### src/rtl/dma_arb_pkg.sv
`timescale 1ns/1ps
package dma_arb_pkg;

  localparam int DEF_CH  = 7;
  localparam int DEF_SRC = 14;

  typedef enum logic {
    ARB_IDLE = 1'b0,
    ARB_BUSY = 1'b1
  } arb_state_e;

  // Default routing: channel c (0-based) takes sources 2c and 2c+1.
  function automatic logic [DEF_CH-1:0][DEF_SRC-1:0] default_map();
    logic [DEF_CH-1:0][DEF_SRC-1:0] m;
    for (int c = 0; c < DEF_CH; c++) begin
      m[c]          = '0;
      m[c][2*c]     = 1'b1;
      m[c][2*c + 1] = 1'b1;
    end
    return m;
  endfunction

endpackage

### src/rtl/dma_req_capture.sv
`timescale 1ns/1ps
// Registers raw request lines once, then keeps qualified requests pending
// until the channel that owns them completes a transfer.
module dma_req_capture #(
  parameter int N_SRC = 14,
  parameter int N_CH  = 7,
  parameter logic [N_CH-1:0][N_SRC-1:0] CH_MAP = '0
) (
  input  logic             clk,
  input  logic             rst,
  input  logic [N_SRC-1:0] src_req,
  input  logic [N_SRC-1:0] src_dma_en,
  input  logic             done_valid,
  input  logic [N_CH-1:0]  grant_oh,
  output logic [N_SRC-1:0] pend
);

  logic [N_SRC-1:0] req_s;
  logic [N_SRC-1:0] clr_mask;

  always_comb begin
    clr_mask = '0;
    for (int c = 0; c < N_CH; c++) begin
      if (done_valid && grant_oh[c]) clr_mask = clr_mask | CH_MAP[c];
    end
  end

  always_ff @(posedge clk) begin
    if (rst) begin
      req_s <= '0;
      pend  <= '0;
    end else begin
      req_s <= src_req;
      // a fresh capture wins over a clear in the same cycle
      pend  <= (pend & ~clr_mask) | (req_s & src_dma_en);
    end
  end

endmodule

### src/rtl/dma_ch_combine.sv
`timescale 1ns/1ps
// Per-channel OR of gated pending sources, plus the software trigger,
// qualified by the channel enable.
module dma_ch_combine #(
  parameter int N_SRC = 14,
  parameter int N_CH  = 7,
  parameter logic [N_CH-1:0][N_SRC-1:0] CH_MAP = '0
) (
  input  logic [N_SRC-1:0] pend,
  input  logic [N_SRC-1:0] src_dma_en,
  input  logic [N_CH-1:0]  ch_en,
  input  logic [N_CH-1:0]  ch_m2m,
  output logic [N_CH-1:0]  ch_req
);

  for (genvar c = 0; c < N_CH; c++) begin : g_ch
    logic periph_any;
    assign periph_any = |(pend & src_dma_en & CH_MAP[c]);
    assign ch_req[c]  = ch_en[c] & (periph_any | ch_m2m[c]);
  end

endmodule

### src/rtl/dma_fixed_prio.sv
`timescale 1ns/1ps
// Fixed-priority arbiter, bit 0 highest; grant held until transfer complete.
module dma_fixed_prio
  import dma_arb_pkg::*;
#(
  parameter int N_CH  = 7,
  parameter int IDX_W = 3
) (
  input  logic             clk,
  input  logic             rst,
  input  logic [N_CH-1:0]  ch_req,
  input  logic             xfer_done,
  output logic [N_CH-1:0]  grant_oh,
  output logic [IDX_W-1:0] grant_idx,
  output logic             busy
);

  arb_state_e       state;
  logic [N_CH-1:0]  pick_oh;
  logic [IDX_W-1:0] pick_idx;

  always_comb begin
    pick_oh  = '0;
    pick_idx = '0;
    for (int c = N_CH - 1; c >= 0; c--) begin
      if (ch_req[c]) begin
        pick_oh    = '0;
        pick_oh[c] = 1'b1;
        pick_idx   = IDX_W'(c + 1);
      end
    end
  end

  always_ff @(posedge clk) begin
    if (rst) begin
      state     <= ARB_IDLE;
      grant_oh  <= '0;
      grant_idx <= '0;
    end else begin
      case (state)
        ARB_IDLE: begin
          if (|ch_req) begin
            state     <= ARB_BUSY;
            grant_oh  <= pick_oh;
            grant_idx <= pick_idx;
          end
        end
        default: begin
          if (xfer_done) begin
            state     <= ARB_IDLE;
            grant_oh  <= '0;
            grant_idx <= '0;
          end
        end
      endcase
    end
  end

  assign busy = (state == ARB_BUSY);

endmodule

### src/rtl/dma_req_arbiter.sv
`timescale 1ns/1ps
module dma_req_arbiter
  import dma_arb_pkg::*;
#(
  parameter int N_CH  = DEF_CH,
  parameter int N_SRC = DEF_SRC,
  parameter logic [N_CH-1:0][N_SRC-1:0] CH_MAP = default_map(),
  localparam int IDX_W = $clog2(N_CH + 1)
) (
  input  logic             clk,
  input  logic             rst,
  input  logic [N_SRC-1:0] src_req,
  input  logic [N_SRC-1:0] src_dma_en,
  input  logic [N_CH-1:0]  ch_en,
  input  logic [N_CH-1:0]  ch_m2m,
  input  logic             xfer_done,
  output logic [N_CH-1:0]  grant_oh,
  output logic [IDX_W-1:0] grant_idx
);

  logic [N_SRC-1:0] pend;
  logic [N_CH-1:0]  ch_req;
  logic             busy;

  dma_req_capture #(.N_SRC(N_SRC), .N_CH(N_CH), .CH_MAP(CH_MAP)) cap_i (
    .clk        (clk),
    .rst        (rst),
    .src_req    (src_req),
    .src_dma_en (src_dma_en),
    .done_valid (xfer_done & busy),
    .grant_oh   (grant_oh),
    .pend       (pend)
  );

  dma_ch_combine #(.N_SRC(N_SRC), .N_CH(N_CH), .CH_MAP(CH_MAP)) comb_i (
    .pend       (pend),
    .src_dma_en (src_dma_en),
    .ch_en      (ch_en),
    .ch_m2m     (ch_m2m),
    .ch_req     (ch_req)
  );

  dma_fixed_prio #(.N_CH(N_CH), .IDX_W(IDX_W)) arb_i (
    .clk       (clk),
    .rst       (rst),
    .ch_req    (ch_req),
    .xfer_done (xfer_done),
    .grant_oh  (grant_oh),
    .grant_idx (grant_idx),
    .busy      (busy)
  );

endmodule

### config.mk
export PLATFORM = sky130hd
export DESIGN_NAME = dma_req_arbiter
export DESIGN_NICKNAME = d
export VERILOG_FILES = /design/src/rtl/dma_arb_pkg.sv /design/src/rtl/dma_req_capture.sv /design/src/rtl/dma_ch_combine.sv /design/src/rtl/dma_fixed_prio.sv /design/src/rtl/dma_req_arbiter.sv
export SDC_FILE = /design/constraint.sdc
export NUM_CORES = 1
export LEC_CHECK = 0
export CORE_MARGIN = 2
export CORE_UTILIZATION = 45
export CTS_CLUSTER_SIZE = 14
export DETAILED_ROUTE_END_ITERATION = 10
export PLACE_DENSITY = 0.8
export SLEW_MARGIN = 10
export SYNTH_ARGS = -nofsm -noshare
export SYNTH_HDL_FRONTEND = slang
export SYNTH_SLANG_ARGS = --single-unit
### constraint.sdc
create_clock -name clk -period 2.7 [get_ports clk]
set_input_delay 0.54 -clock clk [delete_from_list [all_inputs] [get_ports clk]]
set_output_delay 0.54 -clock clk [all_outputs]
set_load 0.05 [all_outputs]
Word level (Yosys, flattened, before mapping)
Index checks and enable logic that the tools add are counted.

Flip-flop bits (word level): 39. Bits of input ports: 45. Word-level logic and storage cells: 73.

Equality and inequality tests: 1. Mux-type cells: 30. Bitwise gates (word level): 20. Reduce and logical (&&, ||, !) cells: 17.

Operator list (count): two-way mux 7 bit (10); AND 14 bit (3); two-way mux 3 bit (10); two-way mux 14 bit (1); inverter 14 bit (1); bitwise OR 14 bit (1); OR reduction 2 bit (7); two-way mux 12 bit (1); two-way mux 10 bit (1); AND 1 bit (8); two-way mux 8 bit (1); logical AND 1 bit (7); bitwise OR 1 bit (7); OR reduction 7 bit (1); two-way mux 6 bit (1); two-way mux 4 bit (1); two-way mux 1 bit (3); two-way mux 2 bit (1); inequality test 2 bit (second input constant) (1); AND reduction 2 bit (1); nonzero test 2 bit (1).

Depth between registers and ports, before layout
Gate-level depths: netlist of the first run.

Word-level depth: 13. Depth in mapped cells: 6. Mapped depth without buffers: 5.

Modules after synthesis
Synthesis of the first run repeated with hierarchy kept, for this count alone.

Cells, all modules: 149. Area total of the unflattened synthesis: 1596.5 um^2.

Modules (own cells, without submodules): dma_req_capture (times used 1, cells each 88, area an instance 980.9 um^2, sequential area each 560.5 um^2); dma_fixed_prio (times used 1, cells each 46, area an instance 460.4 um^2, sequential area each 220.2 um^2); dma_ch_combine (times used 1, cells each 14, area an instance 148.9 um^2, sequential area each 0.0 um^2); dma_req_arbiter (times used 1, cells each 1, area an instance 6.3 um^2, sequential area each 0.0 um^2).

Worst setup path before layout of the first run
OpenSTA, ideal clock, no wires.

Kind: in2reg. Start point: input src_dma_en[8]. End point: register arb_i.grant_oh[1]. Data arrival time: 1.704 ns. Required time: 2.612 ns. Slack: 0.908 ns. Stages: 5. Buffers on the path: 0. Cell sequence: a221o_2 a22oi_4 and3_4 nand4_2 o32ai_2.

Word-level cells in the longest chain between the ends: 11. Elaborated cells on any way between the ends: 14.

Ends and longest elaborated chain: start: declaration (line dma_req_arbiter.sv:13) `input logic [N_SRC-1:0] src_dma_en,`; AND 14 bit *; OR reduction 2 bit * (line dma_ch_combine.sv:18) `assign periph_any = |(pend & src_dma_en & CH_MAP[c]);`; bitwise OR 1 bit * (line dma_ch_combine.sv:19) `assign ch_req[c] = ch_en[c] & (periph_any | ch_m2m[c]);`; AND 1 bit * (line dma_ch_combine.sv:19); two-way mux 7 bit (5 in series) (line dma_fixed_prio.sv:26) `if (ch_req[c]) begin`; two-way mux 7 bit (line dma_fixed_prio.sv:42) `if (|ch_req) begin`; two-way mux 7 bit (line dma_fixed_prio.sv:40) `case (state)`; end signal: assignment (line dma_fixed_prio.sv:44) `grant_oh <= pick_oh;`; end: declaration (line dma_fixed_prio.sv:13) `output logic [N_CH-1:0] grant_oh,`.

Mark *: on every way between the ends. The rest lies on a longest branch, timed or not. The select of a mux whose other input is x is not followed. A chain may end at the register's enable or synchronous reset.

Final worst setup path of the first run
Start point: register arb_i.grant_oh[1]. End point: output grant_oh[1].

RTL lines: end: declaration (line dma_req_arbiter.sv:17) `output logic [N_CH-1:0] grant_oh,`.

No word-level cell between the ends.

==> summary.md, run 1 <==
| Metric | Value |
|---|---|
| WS Path Type | register to output port |
| Static leakage | 0.830 nW |
| Drt first-iter violations | 58 |
| Final ANT Viol Nets | 0 |
| CP Cell Sequence | clkdlybuf4s50_1 |
| Achievable Freq | 0.476 GHz |
| Wirelength per Cell | 13.7 um |
| Worst Hold Endpoint | arb_i.grant_idx[0] |
| Pin count of the biggest net entering global routing | 19 |
| Vias in the first global route | 1,386 |
| Starting Density | 47.1% |
| Port bufs | 54 |
| Minimum clock period | 2100 ps |
| #FFs+latches synth | 39 |
| Root Buffer | clkbuf_4 |
| Final number of hold-violating endpoints | 0 |
| DR pass1 iterations | 4 |
| Worst hold path startpoint | arb_i.grant_idx[0] |
| Fillers | 291 |
| Die area | 3980 um^2 |
| FF-to-FF Start | cap_i.pend[8] |
| Yosys top cell area share | 49.7% |
| Mean post-synth cell area | 10.1 um^2 |
| CP Max Fanout | 4 |
| Worst-Margin Slew | 502 ps |
| Sequential element share of the synthesized area | 49.7% |
| Worst Path Buf+Inv | 1 |
| Synth area leaders | dfxtp_1 (50%), a22oi_1 (6.7%), nor2b_1 (6.4%) |
| Number of vias per cell | 5.28 |
| Max transition margin | 66.4% |
| Clock Tree Buf Depth | 2 |
| Final hold slack | 496 ps |
| Setup bufs post-CTS | 0 |
| Dpl hpwl | 2800 um |
| RD Place Congestion | 0.873 |
| Final worst-path cycle share | 77.9% |
| Worst Skew | 8.29 ps |
| Nets@finish | 257 |
| Detailed Route WL | 3560 um |
| Setup TNS | 0 ps |
| Yosys cell types | 40 |
| Core area | 3340 um^2 |
| Setup violators final | 0 |
| Synthesized Nets | 200 |
| Via count | 1,367 |
| Skew-Pair Late Insertion Delay | 340 ps |
| Type of element capturing the critical path | output port |
| Commonest cells after routing, fill and taps aside | clkdlybuf4s50_1 (54), dfxtp_1 (39), nand2_1 (17) |
| Crit path largest cell delay | 820 ps |
| Top_reg_cell synth | dfxtp_1 |
| EDFF count, synth | 0 |
| Max Slew Vio Count | 0 |
| Synth warn | 0 |
| Slowest library cell on the worst path | clkdlybuf4s50_1 |
| Status | completed |
| DRC | 0 |
| Ys async rst share | 0% |
| Hold-fix buffers, CTS | 0 |
| Global Route Usage Sum | 19.3% |
| Initial antenna violation count | 0 |
| Hold path cells | 2 |
| Reg2reg path depth | 5 |
| Fin util | 65.4% |
| CTS tree | yes |
| H-tree depth | 2 |
| Share of layout cells above drive strength 1 | 10.3% |
| Hold crit path type | register to register |
| Startpoint types | register |
| RSZ-0062 raised after global routing | no |
| Row count | 21 |
| Overflow after GRT | 0 |
| VDD IR max | 344 uV |
| Post-synthesis cell area | 1570 um^2 |
| I/O pins | 55 |
| Post-Syn Instances | 155 |
| Post_cts resized | 0 |
| CTS buffer count | 5 |
| Critical path arrival | 1560 ps |
| Ant. Diodes | 0 |
| Die Span Y | 63.1 um |
| First-pass GRT wire length | 6040 um |
| Crit path max-delay family | buffers and inverters |
| Internal reg-to-reg setup slack | 990 ps |
| Clock slew at reported path FFs | 110 ps |
| Sink Count | 39 |
| PnR Total Power | 1.13 mW |
| Critical Path RT | 2160 ps |
| Layout area overhead | 39.0% |
| FF-to-FF End | arb_i.grant_oh[1] |
| Largest area contributor in the netlist | dfxtp_1 |
| Die width | 63.1 um |
| Commonest non-fill, non-tap cell in the layout | clkdlybuf4s50_1 |
| Pwr Density | 516 nW/um^2 |
| Max Cap Viol | 0 |
==> worst max-delay path by stage <==
stage,from,endpoint,slack (ps),depth (start not counted)
finish,arb_i.grant_oh[1],grant_oh[1],600,1
global route,arb_i.grant_oh[5],grant_oh[5],530,1
CTS,arb_i.grant_oh[5],grant_oh[5],590,1
detailed placement,src_dma_en[8],arb_i.grant_oh[1],370,6
global placement,src_dma_en[8],arb_i.grant_oh[1],390,6
floorplan,src_dma_en[8],arb_i.grant_oh[1],910,5
==> cells in the mapped netlist (all sizes together) (2+ instances only) <==
library cell,instances
nor2,15
o21ai,3
o2bb2ai,2
nand3,4
nor2b,16
a21o,2
a221o,8
a22oi,15
nand4,2
and2,3
clkbuf,5
dfxtp,39
a21oi,2
inv,2
o32ai,2
nand2,20
==> registers in the layout, summed over array words and instances, names as in the netlist <==
| register | cells |
|---|---|
| cap_i.req_s | 14 |
| cap_i.pend | 14 |
| arb_i.grant_oh | 7 |
| arb_i.busy | 1 |
| arb_i.grant_idx | 3 |
==> kinds of logic after synthesis <==
logic type      after synthesis  share of synthesized area, %
mux                           1                         0.637
simple gates                 64                          21.9
buf+inv                       8                          3.67
flops                        39                          49.7
compound gates               43                          24.1
==> final cells by class <==
cell class	instances	area (um^2)	area share, %
clock buffers	7	45.0	2.06
clock inverters	1	5.00	0.229
inverters	2	7.51	0.344
multi-input cells	108	732	33.5
flip-flops and latches	39	781	35.8
well taps	46	57.6	2.64
repair buffers	56	556	25.4
==> where the power goes <==
group / internal, mW / switching (mW) / total [mW]
logic: 0.119 / 0.103 / 0.223
clock network: 0.101 / 0.177 / 0.278
registers: 0.607 / 0.0185 / 0.625
==> metrics by stage <==
stage                     worst slack [ps]  instances  instance area [um^2]
after floorplan                        908        155                  1570
after global placement                 391        251                  2130
after detailed placement               369        251                  2130
after CTS                              587        259                  2180
after global routing                   529        259                  2180
final                                  598        259                  2180
==> routing by layer <==
layer / global-route usage [%] / up-vias / share of wire, %
li1: - / 682 / -
met1: 21.1 / 627 / 43
met2: 34.6 / 52 / 50
met3: 6.79 / 6 / 5.0
met4: 6.67 / 0 / 1.5
met5: 0 / - / 0
Power figures use the tool's default switching activity.
==> run 2, diff against run 1 <==
Settings changed: CORE_UTILIZATION 45 to 44, PLACE_DENSITY 0.8 to 0.78.
Clock period 2.7 ns to 2.1 ns, I/O delays scaled along.
==> summary.md, run 2 (synthesis gave the netlist of run 1 again) <==
| Metric | Value |
|---|---|
| Status | completed |
| Clock slew at reported path FFs | 110 ps |
| CP Cell Sequence | clkdlybuf4s50_1 |
| Row count | 21 |
| VDD IR max | 470 uV |
| Die width | 63.7 um |
| Largest registers | cap_i.pend (14), cap_i.req_s (14), arb_i.grant_oh (7) |
| Final number of hold-violating endpoints | 0 |
| Commonest cells after routing, fill and taps aside | clkdlybuf4s50_1 (54), dfxtp_1 (39), nand2_1 (17) |
| Pin count of the biggest net entering global routing | 21 |
| Via count | 1,380 |
| Global Route Usage Sum | 18.8% |
| Worst Skew | 3.29 ps |
| Minimum clock period | 2000 ps |
| Root Buffer | clkbuf_4 |
| Worst-Margin Slew | 502 ps |
| Skew-Pair Late Insertion Delay | 350 ps |
| Fillers | 275 |
| Setup bufs post-CTS | 0 |
| Hold crit path type | register to register |
| Startpoint types | register |
| Post-route insts no fill | 263 |
| Dpl hpwl | 2750 um |
| Placed cell count | 255 |
| Critical path arrival | 1580 ps |
| Wirelength per Cell | 13.7 um |
| Nets@finish | 261 |
| I/O pins | 55 |
| Sink Count | 39 |
| Crit path largest cell delay | 830 ps |
| RD Place Congestion | 0.871 |
| Share of layout cells above drive strength 1 | 12.0% |
| PnR Total Power | 1.46 mW |
| Commonest non-fill, non-tap cell in the layout | clkdlybuf4s50_1 |
| Pre-CTS setup slack | -45.9 ps |
| Critical Path RT | 1680 ps |
| Layout area overhead | 41.0% |
| Vias in the first global route | 1,391 |
| Overflow after GRT | 0 |
| Fin util | 65.3% |
| DRC | 0 |
| Drt first-iter violations | 24 |
| Worst Path Buf+Inv | 1 |
| Number of vias per cell | 5.25 |
| Static leakage | 0.849 nW |
| CTS tree | yes |
| Type of element capturing the critical path | output port |
| WS Path Type | register to output port |
| Final ANT Viol Nets | 0 |
| Setup violators final | 0 |
| RSZ-0062 raised after global routing | no |
| Die Span Y | 63.7 um |
| First-pass GRT wire length | 5900 um |
| Core area | 3390 um^2 |
| Crit path max-delay family | buffers and inverters |
| Pwr Density | 661 nW/um^2 |
| DR pass1 iterations | 4 |
| Max transition margin | 66.4% |
| CP Max Fanout | 4 |
| Port bufs | 54 |
| H-tree depth | 2 |
| Clock Tree Buf Depth | 2 |
| Starting Density | 46.3% |
| Achievable Freq | 0.501 GHz |
| Detailed Route WL | 3620 um |
| Final hold slack | 477 ps |
| Initial antenna violation count | 0 |
| Final worst-path cycle share | 95.1% |
| Max Cap Viol | 0 |
| Hold-fix buffers, CTS | 0 |
| Max Slew Vio Count | 0 |
| Post_cts resized | 0 |
| CTS buffer count | 5 |
| Die area | 4060 um^2 |
| Ant. Diodes | 0 |
| Final WS setup | 103 ps |
| Slowest library cell on the worst path | clkdlybuf4s50_1 |
[run 2: cell count changes in the layout (fill, tap and decap cells not counted), sizes merged]
| cell | previous run | this run |
|---|---|---|
| buf | 2 | 6 |
[run 2: path summary, 6_finish.rpt]
| kind | slack, ps | endpoint | cells past startpoint | from |
|---|---|---|---|---|
| worst max register to register | 440 | arb_i.grant_oh[1] | 5 | cap_i.pend[8] |
| worst min register to register | 480 | arb_i.grant_idx[0] | 2 | arb_i.grant_idx[0] |
| worst max-delay path | 100 | grant_oh[1] | 1 | arb_i.grant_oh[1] |
| worst min-delay path | 480 | arb_i.grant_idx[0] | 2 | arb_i.grant_idx[0] |
[run 2: metal layers]
layer / vias up / track usage, % / part of all wire, % / wire (um)
li1: 685 / - / - / -
met1: 644 / 20.3 / 43 / 1550
met2: 43 / 32.9 / 49 / 1790
met3: 8 / 6.34 / 5.8 / 208
met4: 0 / 8.97 / 2.0 / 72
met5: - / 0 / 0 / 0
[run 2: cell type report]
class	instances	area (um^2)	share of cell area (%)
Multi-Input combinational cell	108	732	33.1
Inverter	2	7.51	0.339
Clock inverter	1	5.00	0.226
Tap cell	46	57.6	2.60
Clock buffer	7	45.0	2.04
Timing Repair Buffer	60	586	26.5
Sequential cell	39	781	35.3
[run 2: report_power, final]
part	internal [mW]	switching (mW)	leakage (nW)
registers	0.780	0.0233	0.321
logic	0.160	0.135	0.498
clock network	0.130	0.233	0.0293
[run 2: per-stage QoR]
step	cell area (um^2)	TNS [ps]
5_1_grt	2210	0
3_3_place_gp	2160	0
2_1_floorplan	1570	0
4_1_cts	2210	0
6_report	2210	0
3_5_place_dp	2160	-178
==> run 3, diff against run 2 <==
Clock period 2.1 ns to 2.15 ns, I/O delays scaled along.
==> summary.md, run 3 (synthesis gave the netlist of run 1 again) <==
| Metric | Value |
|---|---|
| Status | completed |
| Reg2reg path depth | 5 |
| Pre-CTS setup slack | -22.6 ps |
| RD Place Congestion | 0.872 |
| Final worst-path cycle share | 93.2% |
| Final ANT Viol Nets | 0 |
| Wirelength per Cell | 13.9 um |
| Share of layout cells above drive strength 1 | 12.4% |
| RSZ-0062 raised after global routing | no |
| Skew-Pair Late Insertion Delay | 350 ps |
| Max Cap Viol | 0 |
| Final number of hold-violating endpoints | 0 |
| Final WS setup | 147 ps |
| Setup violators final | 0 |
| Vias in the first global route | 1,402 |
| Global Route Usage Sum | 19.5% |
| Type of element capturing the critical path | output port |
| Via count | 1,402 |
| Area after DPL | 2160 um^2 |
| Final Cell Area | 2260 um^2 |
| Crit path max-delay family | buffers and inverters |
| Crit path largest cell delay | 830 ps |
| Max transition margin | 65.9% |
| Hold path cells | 2 |
| Dpl hpwl | 2860 um |
| DRC | 0 |
| VDD IR max | 421 uV |
| Final hold slack | 484 ps |
| Setup bufs post-CTS | 0 |
| H-tree depth | 2 |
| Placed cell count | 255 |
| CP Cell Sequence | clkdlybuf4s50_1 |
| Number of vias per cell | 5.33 |
| Achievable Freq | 0.499 GHz |
| Largest registers | cap_i.pend (14), cap_i.req_s (14), arb_i.grant_oh (7) |
| Clock Tree Buf Depth | 2 |
| Hold-fix buffers, CTS | 0 |
| Slowest library cell on the worst path | clkdlybuf4s50_1 |
| Port bufs | 54 |
| Overflow after GRT | 0 |
| Drt first-iter violations | 43 |
| Die area | 4060 um^2 |
| WS Path Type | register to output port |
| Worst Path Buf+Inv | 1 |
| Clock slew at reported path FFs | 110 ps |
| Startpoint types | register |
| CTS tree | yes |
| DR pass1 iterations | 4 |
| Cell depth of the worst setup path | 1 |
| Commonest cells after routing, fill and taps aside | clkdlybuf4s50_1 (54), dfxtp_1 (39), nand2_1 (17) |
| Worst Skew | 14.4 ps |
| I/O pins | 55 |
| Internal reg-to-reg setup slack | 500 ps |
| Root Buffer | clkbuf_4 |
| Row count | 21 |
| Die Span Y | 63.7 um |
| Post-route insts no fill | 263 |
| First-pass GRT wire length | 6070 um |
| Max Slew Vio Count | 0 |
| Pwr Density | 738 nW/um^2 |
| CTS buffer count | 5 |
| Critical path arrival | 1570 ps |
| Ant. Diodes | 0 |
| Hold crit path type | register to register |
| Minimum clock period | 2000 ps |
| Static leakage | 0.872 nW |
| Pin count of the biggest net entering global routing | 21 |
| Commonest non-fill, non-tap cell in the layout | clkdlybuf4s50_1 |
| Sink Count | 39 |
| Worst-Margin Slew | 510 ps |
| Die width | 63.7 um |
| Post_cts resized | 0 |
| Core area | 3390 um^2 |
| Detailed Route WL | 3660 um |
| Initial antenna violation count | 0 |
| Nets@finish | 261 |
| PnR Total Power | 1.67 mW |
| Starting Density | 46.3% |
| Fillers | 262 |
| Layout area overhead | 44.2% |
| Critical Path RT | 1720 ps |
| Fin util | 66.8% |
| Setup TNS | 0 ps |
| CP Max Fanout | 4 |
==> run 3: cell count changes in the layout (fill, tap and decap cells not counted) <==
| cell | delta |
|---|---|
| clkbuf_1 | -1 |
| clkinv_2 | -1 |
| bufinv_16 | +2 |
==> run 3: layer usage <==
metal | track usage, % | vias up | wire [um]
met2 | 34.1 | 46 | 1850
met5 | 0 | - | 0
met4 | 10.9 | 0 | 79
li1 | - | 688 | -
met3 | 6.87 | 7 | 257
met1 | 20.3 | 661 | 1470
==> run 3: path summary, 6_finish.rpt <==
kind,endpoint,startpoint
setup reg to reg,arb_i.grant_oh[1],cap_i.pend[8]
hold reg to reg,arb_i.grant_idx[0],arb_i.grant_idx[0]
setup / recovery,grant_oh[1],arb_i.grant_oh[1]
hold / removal,arb_i.grant_idx[0],arb_i.grant_idx[0]
==> run 3: power by group <==
group / leakage [nW] / switching (mW) / internal [mW]
combinational: 0.498 / 0.132 / 0.156
clock: 0.0525 / 0.234 / 0.363
sequential: 0.321 / 0.0230 / 0.762
total: 0.872 / 0.389 / 1.28
==> run 3: area by class of cell <==
| type | instances | area (um^2) | area share [%] |
|---|---|---|---|
| sequential | 39 | 781 | 34.5 |
| multi-input combinational | 108 | 732 | 32.3 |
| timing repair buffer | 60 | 586 | 25.9 |
| clock inverter | 2 | 60.1 | 2.65 |
| tap | 46 | 57.6 | 2.54 |
| clock buffer | 6 | 41.3 | 1.82 |
| inverter | 2 | 7.51 | 0.331 |
